===== src/rtl/rs_pkg.sv =====
package rs_pkg;
  typedef enum logic {
    SRC_PEND  = 1'b0,
    SRC_VALUE = 1'b1
  } src_state_e;

  localparam int unsigned SRC_CNT = 2;
endpackage


===== src/rtl/rs_entry.sv =====
module rs_entry
  import rs_pkg::*;
#(
  parameter int unsigned DATA_W = 16,
  parameter int unsigned TAG_W  = 4,
  parameter int unsigned OP_W   = 3
) (
  input  logic                            clk_i,
  input  logic                            rst_ni,
  input  logic                            alloc_i,
  input  logic [OP_W-1:0]                 op_i,
  input  logic [SRC_CNT-1:0]              src_rdy_i,
  input  logic [SRC_CNT-1:0][TAG_W-1:0]   src_tag_i,
  input  logic [SRC_CNT-1:0][DATA_W-1:0]  src_val_i,
  input  logic                            cdb_valid_i,
  input  logic [TAG_W-1:0]                cdb_tag_i,
  input  logic [DATA_W-1:0]               cdb_val_i,
  input  logic                            release_i,
  output logic                            busy_o,
  output logic                            ready_o,
  output logic [OP_W-1:0]                 op_o,
  output logic [SRC_CNT-1:0][DATA_W-1:0]  src_o
);
  logic                busy_q;
  logic [OP_W-1:0]     op_q;
  logic [SRC_CNT-1:0]  have;

  always_ff @(posedge clk_i or negedge rst_ni) begin
    if (!rst_ni) begin
      busy_q <= 1'b0;
      op_q   <= '0;
    end else if (alloc_i) begin
      busy_q <= 1'b1;
      op_q   <= op_i;
    end else if (release_i) begin
      busy_q <= 1'b0;
    end
  end

  for (genvar k = 0; k < SRC_CNT; k++) begin : g_src
    src_state_e        st_q;
    logic [TAG_W-1:0]  tag_q;
    logic [DATA_W-1:0] val_q;
    logic              new_hit, old_hit;

    assign new_hit = cdb_valid_i && (cdb_tag_i == src_tag_i[k]);
    assign old_hit = busy_q && (st_q == SRC_PEND) && cdb_valid_i && (cdb_tag_i == tag_q);

    always_ff @(posedge clk_i or negedge rst_ni) begin
      if (!rst_ni) begin
        st_q  <= SRC_PEND;
        tag_q <= '0;
        val_q <= '0;
      end else if (alloc_i) begin
        tag_q <= src_tag_i[k];
        if (src_rdy_i[k]) begin
          st_q  <= SRC_VALUE;
          val_q <= src_val_i[k];
        end else if (new_hit) begin
          // bypass: producer broadcasts on the issue cycle
          st_q  <= SRC_VALUE;
          val_q <= cdb_val_i;
        end else begin
          st_q  <= SRC_PEND;
        end
      end else if (old_hit) begin
        st_q  <= SRC_VALUE;
        val_q <= cdb_val_i;
      end
    end

    assign have[k]  = (st_q == SRC_VALUE);
    assign src_o[k] = val_q;
  end

  assign busy_o  = busy_q;
  assign ready_o = busy_q && (&have);
  assign op_o    = op_q;
endmodule


===== src/rtl/rs_free_pick.sv =====
module rs_free_pick #(
  parameter int unsigned NUM_RS = 3,
  localparam int unsigned IDX_W = (NUM_RS > 1) ? $clog2(NUM_RS) : 1
) (
  input  logic [NUM_RS-1:0] busy_i,
  output logic              any_o,
  output logic [NUM_RS-1:0] pick_o,
  output logic [IDX_W-1:0]  idx_o
);
  always_comb begin
    pick_o = '0;
    idx_o  = '0;
    for (int i = NUM_RS - 1; i >= 0; i--) begin
      if (!busy_i[i]) begin
        pick_o    = '0;
        pick_o[i] = 1'b1;
        idx_o     = IDX_W'(i);
      end
    end
  end

  assign any_o = ~&busy_i;
endmodule


===== src/rtl/rs_age_pick.sv =====
module rs_age_pick #(
  parameter int unsigned NUM_RS = 3,
  localparam int unsigned IDX_W = (NUM_RS > 1) ? $clog2(NUM_RS) : 1
) (
  input  logic              clk_i,
  input  logic              rst_ni,
  input  logic [NUM_RS-1:0] alloc_i,
  input  logic [NUM_RS-1:0] busy_i,
  input  logic [NUM_RS-1:0] ready_i,
  output logic [NUM_RS-1:0] grant_o,
  output logic [IDX_W-1:0]  idx_o,
  output logic              any_o
);
  // older_q[i][j]: station i was issued before station j
  logic [NUM_RS-1:0][NUM_RS-1:0] older_q;

  for (genvar i = 0; i < NUM_RS; i++) begin : g_row
    for (genvar j = 0; j < NUM_RS; j++) begin : g_col
      if (i == j) begin : g_diag
        assign older_q[i][j] = 1'b0;
      end else begin : g_cell
        always_ff @(posedge clk_i or negedge rst_ni) begin
          if (!rst_ni)         older_q[i][j] <= 1'b0;
          else if (alloc_i[j]) older_q[i][j] <= busy_i[i];
          else if (alloc_i[i]) older_q[i][j] <= 1'b0;
        end
      end
    end
  end

  for (genvar i = 0; i < NUM_RS; i++) begin : g_gnt
    logic [NUM_RS-1:0] blockers;
    for (genvar j = 0; j < NUM_RS; j++) begin : g_blk
      assign blockers[j] = ready_i[j] && older_q[j][i];
    end
    assign grant_o[i] = ready_i[i] && !(|blockers);
  end

  always_comb begin
    idx_o = '0;
    for (int i = 0; i < NUM_RS; i++) begin
      if (grant_o[i]) idx_o = IDX_W'(i);
    end
  end

  assign any_o = |ready_i;
endmodule


===== src/rtl/rs_pool.sv =====
module rs_pool
  import rs_pkg::*;
#(
  parameter int unsigned NUM_RS   = 3,
  parameter int unsigned DATA_W   = 16,
  parameter int unsigned TAG_W    = 4,
  parameter int unsigned OP_W     = 3,
  parameter int unsigned TAG_BASE = 1
) (
  input  logic              clk_i,
  input  logic              rst_ni,
  input  logic              iss_valid_i,
  output logic              iss_ready_o,
  input  logic [OP_W-1:0]   iss_op_i,
  input  logic              iss_a_rdy_i,
  input  logic [TAG_W-1:0]  iss_a_tag_i,
  input  logic [DATA_W-1:0] iss_a_val_i,
  input  logic              iss_b_rdy_i,
  input  logic [TAG_W-1:0]  iss_b_tag_i,
  input  logic [DATA_W-1:0] iss_b_val_i,
  output logic [TAG_W-1:0]  iss_tag_o,
  input  logic              cdb_valid_i,
  input  logic [TAG_W-1:0]  cdb_tag_i,
  input  logic [DATA_W-1:0] cdb_val_i,
  input  logic              fu_ready_i,
  output logic              fu_valid_o,
  output logic [OP_W-1:0]   fu_op_o,
  output logic [DATA_W-1:0] fu_a_o,
  output logic [DATA_W-1:0] fu_b_o,
  output logic [TAG_W-1:0]  fu_tag_o
);
  localparam int unsigned IDX_W = (NUM_RS > 1) ? $clog2(NUM_RS) : 1;
  localparam logic [TAG_W-1:0] BASE = TAG_W'(TAG_BASE);

  logic [NUM_RS-1:0] busy, ready, free_pick, alloc, grant, rel;
  logic [IDX_W-1:0]  free_idx, gnt_idx;
  logic              free_any, gnt_any;

  logic [SRC_CNT-1:0]             src_rdy;
  logic [SRC_CNT-1:0][TAG_W-1:0]  src_tag;
  logic [SRC_CNT-1:0][DATA_W-1:0] src_val;

  logic [NUM_RS-1:0][OP_W-1:0]                 ent_op;
  logic [NUM_RS-1:0][SRC_CNT-1:0][DATA_W-1:0]  ent_src;

  assign src_rdy = {iss_b_rdy_i, iss_a_rdy_i};
  assign src_tag = {iss_b_tag_i, iss_a_tag_i};
  assign src_val = {iss_b_val_i, iss_a_val_i};

  rs_free_pick #(.NUM_RS(NUM_RS)) u_free (
    .busy_i (busy),
    .any_o  (free_any),
    .pick_o (free_pick),
    .idx_o  (free_idx)
  );

  assign iss_ready_o = free_any;
  assign iss_tag_o   = BASE + TAG_W'(free_idx);
  assign alloc       = (iss_valid_i && free_any) ? free_pick : '0;

  for (genvar i = 0; i < NUM_RS; i++) begin : g_ent
    rs_entry #(.DATA_W(DATA_W), .TAG_W(TAG_W), .OP_W(OP_W)) u_ent (
      .clk_i       (clk_i),
      .rst_ni      (rst_ni),
      .alloc_i     (alloc[i]),
      .op_i        (iss_op_i),
      .src_rdy_i   (src_rdy),
      .src_tag_i   (src_tag),
      .src_val_i   (src_val),
      .cdb_valid_i (cdb_valid_i),
      .cdb_tag_i   (cdb_tag_i),
      .cdb_val_i   (cdb_val_i),
      .release_i   (rel[i]),
      .busy_o      (busy[i]),
      .ready_o     (ready[i]),
      .op_o        (ent_op[i]),
      .src_o       (ent_src[i])
    );
  end

  rs_age_pick #(.NUM_RS(NUM_RS)) u_age (
    .clk_i   (clk_i),
    .rst_ni  (rst_ni),
    .alloc_i (alloc),
    .busy_i  (busy),
    .ready_i (ready),
    .grant_o (grant),
    .idx_o   (gnt_idx),
    .any_o   (gnt_any)
  );

  assign rel        = fu_ready_i ? grant : '0;
  assign fu_valid_o = gnt_any;
  assign fu_op_o    = ent_op[gnt_idx];
  assign fu_a_o     = ent_src[gnt_idx][0];
  assign fu_b_o     = ent_src[gnt_idx][1];
  assign fu_tag_o   = BASE + TAG_W'(gnt_idx);
endmodule


===== config.mk =====
export PLATFORM = sky130hd
export DESIGN_NAME = rs_pool
export DESIGN_NICKNAME = d
export VERILOG_FILES = /design/src/rtl/rs_pkg.sv /design/src/rtl/rs_entry.sv /design/src/rtl/rs_free_pick.sv /design/src/rtl/rs_age_pick.sv /design/src/rtl/rs_pool.sv
export SDC_FILE = /design/constraint.sdc
export NUM_CORES = 1
export LEC_CHECK = 0
export ABC_AREA = 0
export BUFFER_PORTS_ARGS = -buffer_cell sky130_fd_sc_hd__buf_4
export CAP_MARGIN = 40
export CORE_MARGIN = 8
export CORE_UTILIZATION = 45
export CTS_BUF_LIST = sky130_fd_sc_hd__clkbuf_16
export DETAILED_ROUTE_END_ITERATION = 8
export PLACE_DENSITY = 0.72
export SETUP_SLACK_MARGIN = 0.2
export SYNTH_ARGS = -nofsm -noshare
export SYNTH_HDL_FRONTEND = slang
export SYNTH_SLANG_ARGS = --single-unit

===== constraint.sdc =====
create_clock -name clk_i -period 2.9 [get_ports clk_i]
set_input_delay 0.145 -clock clk_i [delete_from_list [all_inputs] [get_ports clk_i]]
set_output_delay 0.145 -clock clk_i [all_outputs]
set_load 0.02 [all_outputs]

; Yosys cells after proc, flatten, opt, wreduce, memory -nomap -nowiden
; Index checks and enable logic that the tools add are counted.
[word_totals]
in_bits = 70
latch_bits = 0
memories = 0
regBits = 144
ramBits = 0
romBits = 0
[op_classes]
n_div = 0
shifts = 0
n_lt_le_gt_ge = 1
n_reduce_logical = 63
bitwise_logic = 6
mul = 0
add_sub_neg = 2
n_eq_ne = 14
mux = 61
[op_table]
columns = cell, n
row1 = 16-bit two-way mux, 16
row2 = 32-bit binary-select mux with 2-bit select, 1
row3 = 1-bit logical AND, 33
row4 = 4-bit == test, 8
row5 = 1-bit two-way mux, 32
row6 = 32-bit two-way mux, 1
row7 = 2-bit nonzero test, 12
row8 = 3-bit two-way mux, 6
row9 = 3-bit by 2-bit inequality test with 1-bit output (second input constant), 6
row10 = 2-bit AND reduction, 9
row11 = 2-bit two-way mux, 4
row12 = 1-bit by 2-bit adder with 3-bit output (first input constant), 2
row13 = 3-bit binary-select mux with 2-bit select, 1
row14 = 1-bit NOT, 6
row15 = 2-bit OR reduction, 3
row16 = 1-bit logical NOT, 4
row17 = 2-bit by 3-bit < comparator with 1-bit output (second input constant), 1
row18 = 3-bit AND reduction, 1
row19 = 3-bit OR reduction, 1

; Logic depth before layout (Yosys ltp)
; Gate-level depths: netlist (run 1).
[logic_depth]
depth_word = 10
ltp_mapped = 7
ltp_nobuf = 5

; Modules after synthesis
; Synthesis (run 1) repeated with hierarchy kept, for this count alone.
[hier_totals]
cells_unflattened = 627
area_unflattened_um2 = 8355.5
[modules_own_cells]
columns = mod, n_inst, area_per_inst_um2, cells_each, seq_area_each_um2
row1 = rs_entry, 3, 2381.0, 164, 1151.1
row2 = rs_pool, 1, 868.3, 96, 0.0
row3 = rs_age_pick, 1, 301.5, 33, 150.1
row4 = rs_free_pick, 1, 42.5, 6, 0.0

; Worst setup path before layout (run 1)
; Ideal clock, no wire load.
[synth_path]
kind = flip-flop to flip-flop
start = register g_ent[0].u_ent.busy_q
end = register g_ent[1].u_ent.g_src[0].val_q[10]
path_slack_ns = 0.955
t_required_ns = 2.775
arrival_ns = 1.821
setup_time_ns = 0.125
stages_incl_launch_ff = 8
cell_sequence = dfrtp_1 > and2b_1 > and2_1 > buf_4 > nand2_4 > buf_2 > mux2_2 > mux2_2
[synth_via]
elab_chain_len = 6
elab_cells_between_ends = 9
classes_between = 1 x eq/ne / 3 x mux / 5 x reduce/logical
[synth_rtl]
columns = element, line_no
row1 = "start, declared", rs_entry.sv:24  ; logic busy_q;
row2 = "start signal, assigned", rs_entry.sv:30  ; busy_q <= 1'b0;
row3 = "start signal, assigned", rs_entry.sv:33  ; busy_q <= 1'b1;
row4 = "start signal, assigned", rs_entry.sv:36  ; busy_q <= 1'b0;
row5 = 3-bit AND reduction, rs_free_pick.sv:22  ; assign any_o = ~&busy_i;
row6 = 1-bit logical NOT, rs_free_pick.sv:22
row7 = 1-bit logical AND, rs_pool.sv:59  ; assign alloc = (iss_valid_i && free_any) ? free_pick : '0;
row8 = 3-bit two-way mux (*), rs_pool.sv:59
row9 = 3-bit by 2-bit inequality test with 1-bit output (no line) or 2-bit nonzero test (tied branches), --
row10 = 2-bit AND reduction (no line), --
row11 = "end signal, assigned", rs_entry.sv:58  ; val_q <= src_val_i[k];
row12 = "end signal, assigned", rs_entry.sv:62  ; val_q <= cdb_val_i;
row13 = "end signal, assigned", rs_entry.sv:68  ; val_q <= cdb_val_i;
row14 = "end, declared", rs_entry.sv:43  ; logic [DATA_W-1:0] val_q;
; Mark *: on every way between the ends. The rest lies on a longest branch, timed or not.
; A chain may end at the register's enable or synchronous reset.

; Worst setup path after layout (run 1)
[layout_path]
start = register g_ent[1].u_ent.busy_q
end = output port fu_b_o[15]
[layout_via]
elab_chain_len = 8
elab_cells_between_ends = 10
classes_between = 4 x mux / 6 x reduce/logical
[layout_rtl]
columns = element, line_no
row1 = "start, declared", rs_entry.sv:24
row2 = "start signal, assigned", rs_entry.sv:30
row3 = "start signal, assigned", rs_entry.sv:33
row4 = "start signal, assigned", rs_entry.sv:36
row5 = 1-bit logical AND (*), rs_entry.sv:77  ; assign ready_o = busy_q && (&have);
row6 = 1-bit logical AND, rs_age_pick.sv:34  ; assign blockers[j] = ready_i[j] && older_q[j][i];
row7 = 2-bit OR reduction, rs_age_pick.sv:36  ; assign grant_o[i] = ready_i[i] && !(|blockers);
row8 = 1-bit logical NOT, rs_age_pick.sv:36
row9 = 1-bit logical AND, rs_age_pick.sv:36
row10 = 2-bit two-way mux (*), rs_age_pick.sv:42  ; if (grant_o[i]) idx_o = IDX_W'(i);
row11 = 32-bit binary-select mux with 2-bit select (*), rs_pool.sv:96  ; assign fu_b_o = ent_src[gnt_idx][1];
row12 = 32-bit two-way mux (implied by the code) (*), rs_pool.sv:96
row13 = "end, declared", rs_pool.sv:29  ; output logic [DATA_W-1:0] fu_b_o,
; Mark *: on every way between the ends. The rest lies on a longest branch, timed or not. The select of a mux whose other input is x is not followed.

==> results.cfg, run 1 <==
[routing]
wl_met2_um = 10110
viasPerCell = 5.353
postRouteAntennaNets = 0
dr.pass1.iters = 4
met3_length_um = 1121
wl_met1_um = 8981
top_signal_layer_used = met4
drc = 0
wire_per_inst_um = 19.42
routed-via-count = 5680
wl_um = 20600
drtIter0Drc = 316

[floorplan]
core_area_mm2 = 0.01730
num_rows = 48
io_pins = 115
initial_utilization_pct = 46.03
die_area_mm2 = 0.02220
die-height_um = 149.0
die_w_um = 149.0

[power_and_ir_drop]
powerDensity_mw_per_mm2 = 1124
intPower_w = 0.006625
p_sw_w = 0.004242
p_seq_share_pct = 33.2
clockPowerShare_pct = 18.3
pwr-share-comb_pct = 48.5
p_leak_nw = 4.638
netSwitchingFraction_pct = 39.03
irDropWorstVdd_v = 0.0005920

[placement]
hpwl_um = 13950
postPlaceCellArea_mm2 = 0.008996
port_buffers = 111
place_congestion = 0.8543

[sta]
final.period_utilization_pct = 87.68
tns_ns = 0
relSlewSlack_pct = 41.86
final_max_slew_viol_count = 0
tightest_slew_ns = 0.8720
setup_viol = 0
finalCriticalPeriod_ns = 2.543
max_freq_mhz = 393.3
finalHoldViolations = 0
skew_ns = 0.009000
rsz0062_at_grt = false

[yosys]
synth_cells = 703
synth.avg_cell_area_um2 = 11.32
ys_types = 40
synth_edf_count = 0
synth-seq-cells = 144
syn_area_mm2 = 0.007961
async_flop_share_pct = 100.0
synth_top_area_share_pct = 45.26
synth_area_leaders = dfrtp_1 45%, mux2_2 24%, nand2_1 5.5%, mux2i_1 4.4%, mux2_4 3.8%
ys_warn_count = 0
synth_top_area_cell = dfrtp_1
synth_flop_cell = dfrtp_1
ys_seq_area_share_pct = 45.26

[setup_path]
r2r_start = g_ent[0].u_ent.busy_o
cp_max_fo = 19
worstPathRequired_ns = 2.76
regToRegSetupSlack_ns = 0.71
r2r_cells = 5
cp.arrival_ns = 2.40
start_kind = flip-flop
end_kind = primary output
r2r_end = g_ent[2].u_ent.g_src[1].val_q[15]
critPathKind = flip-flop to primary output

[final_layout]
layout-drive-gt1-share_pct = 42.94
register_area_mm2 = 0.003603
final_area_mm2 = 0.009672
utilization_pct = 55.92
area_growth_syn_to_layout_pct = 21.48
fillers = 1500
nNetsFinal = 894
multi_input_area_mm2 = 0.004149
n_antenna_cell = 0

[min_path]
hold_class = primary input to flip-flop
min_path_cells = 3
min_from = iss_valid_i
whs_endpoint = g_ent[0].u_ent.busy_o

[clock_network]
cts.path.max_buffers = 2
tritoncts = built
cts.sinks = 144
cts-root-buf = clkbuf_16
path_clk_slew_ns = 0.06
clkLatencyLatePin_ns = 0.42
numCtsBuffers = 17
htree_levels = 4

[status]
status = finished, final reports clean

[global_route]
track_usage_pct = 18.72
grt_pass1_vias = 6041
antenna_found_initial = 0
grt_pass1_wl_um = 32510
grt_start_max_net_pins = 73
grt-ovfl-total = 0

[job]
cap_violations = 0
critical path, stage by stage, from the launching register on:
cell     delay, ns
dfrtp_1       0.44
and3_1        0.24
a22oi_2       0.32
nand2_4       0.24
buf_4         0.28
a21oi_1       0.25
buf_4         0.20
how the worst max path moves through the flow:
| stage | start | endpoint | slack, ns |
|---|---|---|---|
| 2_1_floorplan | g_ent[0].u_ent.busy_o | g_ent[1].u_ent.g_src[0].val_q[10] | 0.95 |
| 3_3_place_gp | g_ent[1].u_ent.busy_o | fu_b_o[15] | 0.55 |
| 3_5_place_dp | g_ent[1].u_ent.busy_o | fu_b_o[0] | 0.52 |
| 4_1_cts | g_ent[1].u_ent.busy_o | fu_b_o[0] | 0.29 |
| 5_1_grt | g_ent[2].u_ent.busy_o | fu_a_o[11] | 0.26 |
| 6_report | g_ent[1].u_ent.busy_o | fu_b_o[15] | 0.36 |
synth_stat cells, types with 2 or more instances:
cell type  number
mux2_2        167
dfrtp_1       144
nand2_1       116
nor2_1         46
a21oi_1        36
mux2i_1        35
mux2_4         20
xnor2_1        20
buf_4          14
clkbuf_1       14
xor2_1         12
buf_2           9
a22oi_1         7
o21ai_0         7
nand3_1         6
mux2_1          5
nand4_1         5
nor3_1          5
nand2_4         4
and3_1          3
inv_1           3
o21ai_2         3
buf_6           2
nor2b_1         2
nor3_2          2
o21ai_4         2
metrics by stage:
stage,power [W],setup WS [ns],instances,hold slack [ns]
after floorplan,0.006957,0.9546,705,-0.1506
after global placement,0.008752,0.5526,1015,0.2084
after detailed placement,0.008859,0.5225,1015,0.2097
final,0.01087,0.3574,1061,0.03049
after global routing,0.01157,0.2551,1061,0.03884
after CTS,0.01091,0.2851,1060,0.01368
state kept, by name, indices dropped and copies added (netlist names):
register / count
g_ent.u_ent.g_src.st_q: 6
g_ent.u_ent.op_o: 9
u_age.older_q: 6
g_ent.u_ent.busy_o: 3
g_ent.u_ent.g_src.tag_q: 24
g_ent.u_ent.g_src.val_q: 96
layout make-up:
type | count | area share [%]
multi-input combinational | 519 | 42.90
sequential | 144 | 37.26
timing repair buffer | 138 | 11.35
clock buffer | 17 | 4.398
tap | 225 | 2.911
clock inverter | 15 | 1.074
inverter | 3 | 0.1164
logic make-up after synthesis:
| kind of cell | count (synthesis) | share of synthesized area, % |
|---|---|---|
| AOI/OAI and AO/OA | 59 | 4.840 |
| xor gates and xnor gates | 32 | 3.520 |
| other | 1 | 0.04710 |
| buffers and inverters | 43 | 3.017 |
| adders and majority gates | 1 | 0.1571 |
| and+or+nand+nor | 196 | 10.66 |
| muxes | 227 | 32.50 |
| DFF | 144 | 45.26 |
what timing repair did:
action | in CTS | in global routing
cloned | 0 | 1
endpoints found under the hold margin | 104 | 0
hold buffers | 13 | 0
endpoints found under the setup margin | 11 | 2
setup buffers | 0 | 0
pin swaps | 0 | 1
resized for setup | 1 | 1
power by group through the flow:
| stage | sequential [W] | combinational, W | clock, W |
|---|---|---|---|
| after global placement | 0.00359 | 0.00516 | 0 |
| after floorplan | 0.00345 | 0.00351 | 0 |
| after global routing | 0.00374 | 0.00572 | 0.00210 |
| final | 0.00361 | 0.00527 | 0.00199 |
| after CTS | 0.00360 | 0.00529 | 0.00202 |
| after detailed placement | 0.00362 | 0.00524 | 0 |
cell usage in the layout, fill, tap and decap left out, types with 6 or more instances in the layout:
| cell | n |
|---|---|
| mux2_2 | 167 |
| dfrtp_1 | 144 |
| buf_4 | 122 |
| nand2_1 | 115 |
| nor2_1 | 46 |
| a21oi_1 | 36 |
| mux2i_1 | 35 |
| xnor2_1 | 20 |
| mux2_4 | 20 |
| clkbuf_16 | 17 |
| dlygate4sd3_1 | 13 |
| xor2_1 | 12 |
| o21ai_0 | 7 |
| a22oi_1 | 6 |
| clkinv_2 | 6 |
per-layer routing:
layer	vias up	track usage [%]
met1	2826	23.85
met2	147	30.97
met4	0	6.562
met3	29	3.883
li1	2678	-
met5	-	0
(Power assumes the default switching activity.)
==> run 2: changes to the inputs <==
--- a/config.mk
+++ b/config.mk
@@ -9,10 +9,10 @@
 export BUFFER_PORTS_ARGS = -buffer_cell sky130_fd_sc_hd__buf_4
 export CAP_MARGIN = 40
 export CORE_MARGIN = 8
-export CORE_UTILIZATION = 45
+export CORE_UTILIZATION = 33
 export CTS_BUF_LIST = sky130_fd_sc_hd__clkbuf_16
 export DETAILED_ROUTE_END_ITERATION = 8
-export PLACE_DENSITY = 0.72
+export PLACE_DENSITY = 0.58
 export SETUP_SLACK_MARGIN = 0.2
 export SYNTH_ARGS = -nofsm -noshare
 export SYNTH_HDL_FRONTEND = slang
==> run 2 against run 1 <==
Net effect:
- wire length increased by 7.7%
- global-route usage fell by 3.2 points
- worst setup slack worse by 0.034 ns
- clock power rose by 9%
- largest cell class unchanged
- via count down 1.8%
- cell count up 9.6%
==> results.cfg, run 2 (synthesized netlist as in run 1, its figures left out) <==
[setup_path]
end_kind = primary output
cp.arrival_ns = 2.43
regToRegSetupSlack_ns = 0.71
r2r_start = g_ent[0].u_ent.busy_o
worstPathRequired_ns = 2.76
r2r_cells = 4
cp_max_fo = 37
critPathKind = flip-flop to primary output
start_kind = flip-flop
r2r_end = g_ent[0].u_ent.g_src[1].val_q[8]
cp-startpoint = g_ent[1].u_ent.busy_o

[routing]
drc = 0
routed-via-count = 5575
wire_per_inst_um = 19.09
drtIter0Drc = 366
viasPerCell = 4.794
postRouteAntennaNets = 0
dr.pass1.iters = 5
wl_um = 22200

[placement]
preCtsSetupSlack_ns = 0.4544
place_congestion = 0.8044
hpwl_um = 15120
port_buffers = 111

[floorplan]
num_rows = 57
die_area_mm2 = 0.02935
core_area_mm2 = 0.02403
initial_utilization_pct = 33.13
die-height_um = 171.3
io_pins = 115
die_w_um = 171.3

[sta]
rsz0062_at_grt = false
final_max_slew_viol_count = 0
finalCriticalPeriod_ns = 2.576
relSlewSlack_pct = 42.02
setup_viol = 0
tns_ns = 0
skew_ns = 0.01809
setup_ws_ns = 0.3237
max_freq_mhz = 388.2
finalHoldViolations = 0
tightest_slew_ns = 0.8677
final.period_utilization_pct = 88.84

[final_layout]
area_growth_syn_to_layout_pct = 24.11
layout-drive-gt1-share_pct = 43.98
layout_common_cells = 167 x mux2_2, 144 x dfrtp_1, 123 x buf_4
final_common_cell = mux2_2
nNetsFinal = 897
top_register = g_ent.u_ent.g_src.val_q
n_antenna_cell = 0
utilization_pct = 41.11
largest_reg_flops = 96

[min_path]
whs_endpoint = g_ent[0].u_ent.busy_o
min_from = iss_valid_i
min_path_cells = 3
hold_class = primary input to flip-flop

[global_route]
grt-ovfl-total = 0
grt_pass1_wl_um = 34540
grt_pass1_vias = 5960
grt_start_max_net_pins = 56
track_usage_pct = 15.56
antenna_found_initial = 0

[clock_network]
numCtsBuffers = 17
path_clk_slew_ns = 0.06
cts.sinks = 144
htree_levels = 4
tritoncts = built
cts-root-buf = clkbuf_16
cts.path.max_buffers = 2
clkLatencyLatePin_ns = 0.43

[power_and_ir_drop]
irDropWorstVdd_v = 0.0004964
powerDensity_mw_per_mm2 = 1121
p_leak_nw = 4.666

[job]
cap_violations = 0

[status]
status = finished, final reports clean
==> run 2: changes by cell type in the layout (fill, tap and decap cells not counted), sizes merged <==
cell      before  now
clkinv        10    6
buf          125  128
clkinvlp       1    2
inv            6    9
==> run 2: final cells by class <==
class,instances,area (um^2)
Fill cell,2289,14150
Multi-Input combinational cell,519,4151
Timing Repair Buffer,141,1135
Sequential cell,144,3603
Clock inverter,15,148.9
Inverter,3,11.26
Clock buffer,17,425.4
Tap cell,324,405.4
==> run 2: worst max-delay path by stage <==
stage | endpoint | slack [ns] | depth (start not counted)
after floorplan | g_ent[1].u_ent.g_src[0].val_q[10] | 0.95 | 7
after global placement | fu_b_o[3] | 0.48 | 7
after detailed placement | fu_b_o[3] | 0.45 | 7
after CTS | fu_b_o[3] | 0.28 | 6
after global routing | fu_b_o[3] | 0.23 | 6
final | fu_b_o[4] | 0.32 | 6
==> run 2: timing repair <==
item | in CTS | in global routing
buffers inserted | 0 | 0
setup endpoints to repair | 19 | 4
cloned | 1 | 0
hold endpoints to repair | 85 | 0
pin swaps | 1 | 0
gates resized for setup | 3 | 1
hold buffers | 13 | 0
==> run 2: worst max-delay path, stage by stage (launching register included) <==
cell	delay (ns)
dfrtp_1	0.47
and3_1	0.26
a22oi_2	0.33
nand2_4	0.24
buf_12	0.25
a21oi_1	0.26
buf_4	0.20
==> run 2: power breakdown <==
part / total, W / internal (W) / switching [W] / leakage [nW]
clock: 0.00216 / 0.00120 / 0.000952 / 0.277
combinational: 0.00532 / 0.00248 / 0.00285 / 2.66
sequential: 0.00360 / 0.00301 / 0.000589 / 1.73
total: 0.0111 / 0.00669 / 0.00439 / 4.67
==> run 2: metrics by stage <==
| step | area, um^2 | hold WS [ns] | total power (W) | instances |
|---|---|---|---|---|
| 2_1_floorplan | 7969 | -0.1506 | 0.006957 | 705 |
| 3_3_place_gp | 9128 | 0.1473 | 0.008866 | 1115 |
| 3_5_place_dp | 9158 | 0.1434 | 0.008961 | 1117 |
| 4_1_cts | 9879 | 0.03683 | 0.01122 | 1163 |
| 5_1_grt | 9881 | 0.07257 | 0.01179 | 1163 |
| 6_report | 9881 | 0.05330 | 0.01108 | 1163 |
==> run 2: layer usage <==
metal | part of all wire [%] | GRT usage (%)
met1 | 45 | 20.13
met2 | 48 | 25.40
met3 | 4.3 | 3.443
met4 | 1.8 | 5.217
met5 | 0 | 0
==> run 3: changes to the inputs <==
--- a/config.mk
+++ b/config.mk
@@ -12,7 +12,6 @@
 export CORE_UTILIZATION = 33
 export CTS_BUF_LIST = sky130_fd_sc_hd__clkbuf_16
 export DETAILED_ROUTE_END_ITERATION = 8
-export PLACE_DENSITY = 0.58
 export SETUP_SLACK_MARGIN = 0.2
 export SYNTH_ARGS = -nofsm -noshare
 export SYNTH_HDL_FRONTEND = slang
==> run 3 against run 2 <==
Net effect:
- critical path depth up 1
- worst hold slack better by 0.015 ns
- non-clock buffer count up 2
- total power about the same
- first-iteration DRC count down 25%
- via count up 0.50%
- clock power about the same
- worst setup slack better by 0.051 ns
- cell count about the same
- critical endpoint is now fu_a_o[15]
- highest routed layer unchanged
==> results.cfg, run 3 (synthesized netlist as in run 1, its figures left out) <==
[clock_network]
cts-root-buf = clkbuf_16
clkLatencyLatePin_ns = 0.42
numCtsBuffers = 17
tritoncts = built
cts.path.max_buffers = 2
htree_levels = 4
path_clk_slew_ns = 0.06
cts.sinks = 144

[final_layout]
final_area_mm2 = 0.009902
fillers = 2314
layout_common_cells = 167 x mux2_2, 143 x dfrtp_1, 124 x buf_4
largest_reg_flops = 96
instances_no_fill = 1164
top_register = g_ent.u_ent.g_src.val_q
layout-drive-gt1-share_pct = 43.15
area_growth_syn_to_layout_pct = 24.38
nNetsFinal = 898
final_common_cell = mux2_2

[global_route]
track_usage_pct = 15.05
antenna_found_initial = 1
grt_start_max_net_pins = 78
grt-ovfl-total = 0
grt_pass1_wl_um = 33870
grt_pass1_vias = 6029

[routing]
wl_um = 21590
drc = 0
viasPerCell = 4.814
drtIter0Drc = 275
routed-via-count = 5603
postRouteAntennaNets = 0
wire_per_inst_um = 18.55
dr.pass1.iters = 4

[setup_path]
worstPathRequired_ns = 2.76
cp_num_cells = 7
path_buf_inv = 2
path_cells = and3_1, a22oi_1, nand2_2, buf_4, nor2_1, a21oi_1, buf_4
r2r_end = g_ent[2].u_ent.g_src[1].val_q[5]
end_kind = primary output
critPathKind = flip-flop to primary output
cp.arrival_ns = 2.38
cp_max_fo = 39
r2r_cells = 5
cp_slowest_cell = dfrtp_1
regToRegSetupSlack_ns = 0.70
path_delay_family = buffers and inverters
start_kind = flip-flop
crit_top_cell = buf_4
r2r_start = g_ent[0].u_ent.busy_o
max_stage_delay_ns = 0.43

[placement]
dp_cells = 1118
port_buffers = 111
place_congestion = 0.8040
hpwl_um = 14870
postPlaceCellArea_mm2 = 0.009161

[sta]
tns_ns = 0
whs_ns = 0.06834
final_max_slew_viol_count = 0
relSlewSlack_pct = 58.57
finalHoldViolations = 0
final.period_utilization_pct = 87.08
skew_ns = 0.007989
setup_viol = 0
max_freq_mhz = 396.0
finalCriticalPeriod_ns = 2.525
tightest_slew_ns = 0.6190
rsz0062_at_grt = false

[min_path]
hold_class = primary input to flip-flop
whs_endpoint = g_ent[0].u_ent.busy_o
min_from = iss_valid_i
min_path_cells = 3

[power_and_ir_drop]
powerDensity_mw_per_mm2 = 1118
irDropWorstVdd_v = 0.0004583
p_leak_nw = 4.678

[floorplan]
initial_utilization_pct = 33.13
num_rows = 57
core_area_mm2 = 0.02403
die_w_um = 171.3
io_pins = 115
die-height_um = 171.3
die_area_mm2 = 0.02935

[job]
cap_violations = 0

[status]
status = finished, final reports clean
run 3: metal layers:
| layer | share of wire (%) | GRT usage (%) | up-vias |
|---|---|---|---|
| met5 | 0 | 0 | - |
| met4 | 2.0 | 5.822 | 0 |
| met3 | 4.0 | 2.662 | 25 |
| met2 | 49 | 24.80 | 105 |
| met1 | 45 | 19.42 | 2792 |
| li1 | - | - | 2681 |
run 3: worst max path at each step:
stage	from	endpoint	slack (ns)
detailed placement	g_ent[0].u_ent.busy_o	g_ent[2].u_ent.g_src[1].val_q[11]	0.67
finish	g_ent[1].u_ent.busy_o	fu_a_o[15]	0.37
global route	g_ent[1].u_ent.busy_o	fu_a_o[0]	0.20
floorplan	g_ent[0].u_ent.busy_o	g_ent[1].u_ent.g_src[0].val_q[10]	0.95
global placement	cdb_tag_i[2]	g_ent[1].u_ent.g_src[0].val_q[9]	0.71
CTS	g_ent[2].u_ent.busy_o	fu_a_o[1]	0.28
run 3: tightest hold or removal path, stage by stage:
cell     delay, ns
buf_4         0.14
nor2_1        0.10
a31oi_1       0.05
run 3: cell type report:
| class | instances | area (um^2) | area share, % |
|---|---|---|---|
| clock buffers | 17 | 425.4 | 4.296 |
| clock inverters | 14 | 148.9 | 1.504 |
| diodes | 1 | 2.502 | 0.02527 |
| well taps | 324 | 405.4 | 4.094 |
| repair buffers | 143 | 1164 | 11.75 |
| multi-input cells | 518 | 4140 | 41.81 |
| flip-flops and latches | 144 | 3605 | 36.40 |
| inverters | 3 | 11.26 | 0.1137 |
run 3: timing repair:
| action | CTS | global route |
|---|---|---|
| endpoints found under the setup margin | 0 | 20 |
| setup buffers | 0 | 0 |
| gates resized for setup | 0 | 2 |
| hold buffers | 13 | 0 |
| endpoints found under the hold margin | 72 | 0 |
run 3: per-stage QoR:
| stage | total power, W | utilization, % | worst slack (ns) |
|---|---|---|---|
| floorplan | 0.006957 | - | 0.9546 |
| detailed placement | 0.008950 | 38.12 | 0.6738 |
| finish | 0.01107 | 41.20 | 0.3746 |
| CTS | 0.01116 | 41.05 | 0.2775 |
| global route | 0.01184 | 41.20 | 0.2042 |
| global placement | 0.008856 | 38.01 | 0.7089 |
run 3: power breakdown:
group / total, W / internal, W / switching [W]
sequential: 0.00359 / 0.00301 / 0.000574
clock: 0.00216 / 0.00133 / 0.000834
combinational: 0.00532 / 0.00248 / 0.00284
total: 0.0111 / 0.00682 / 0.00425
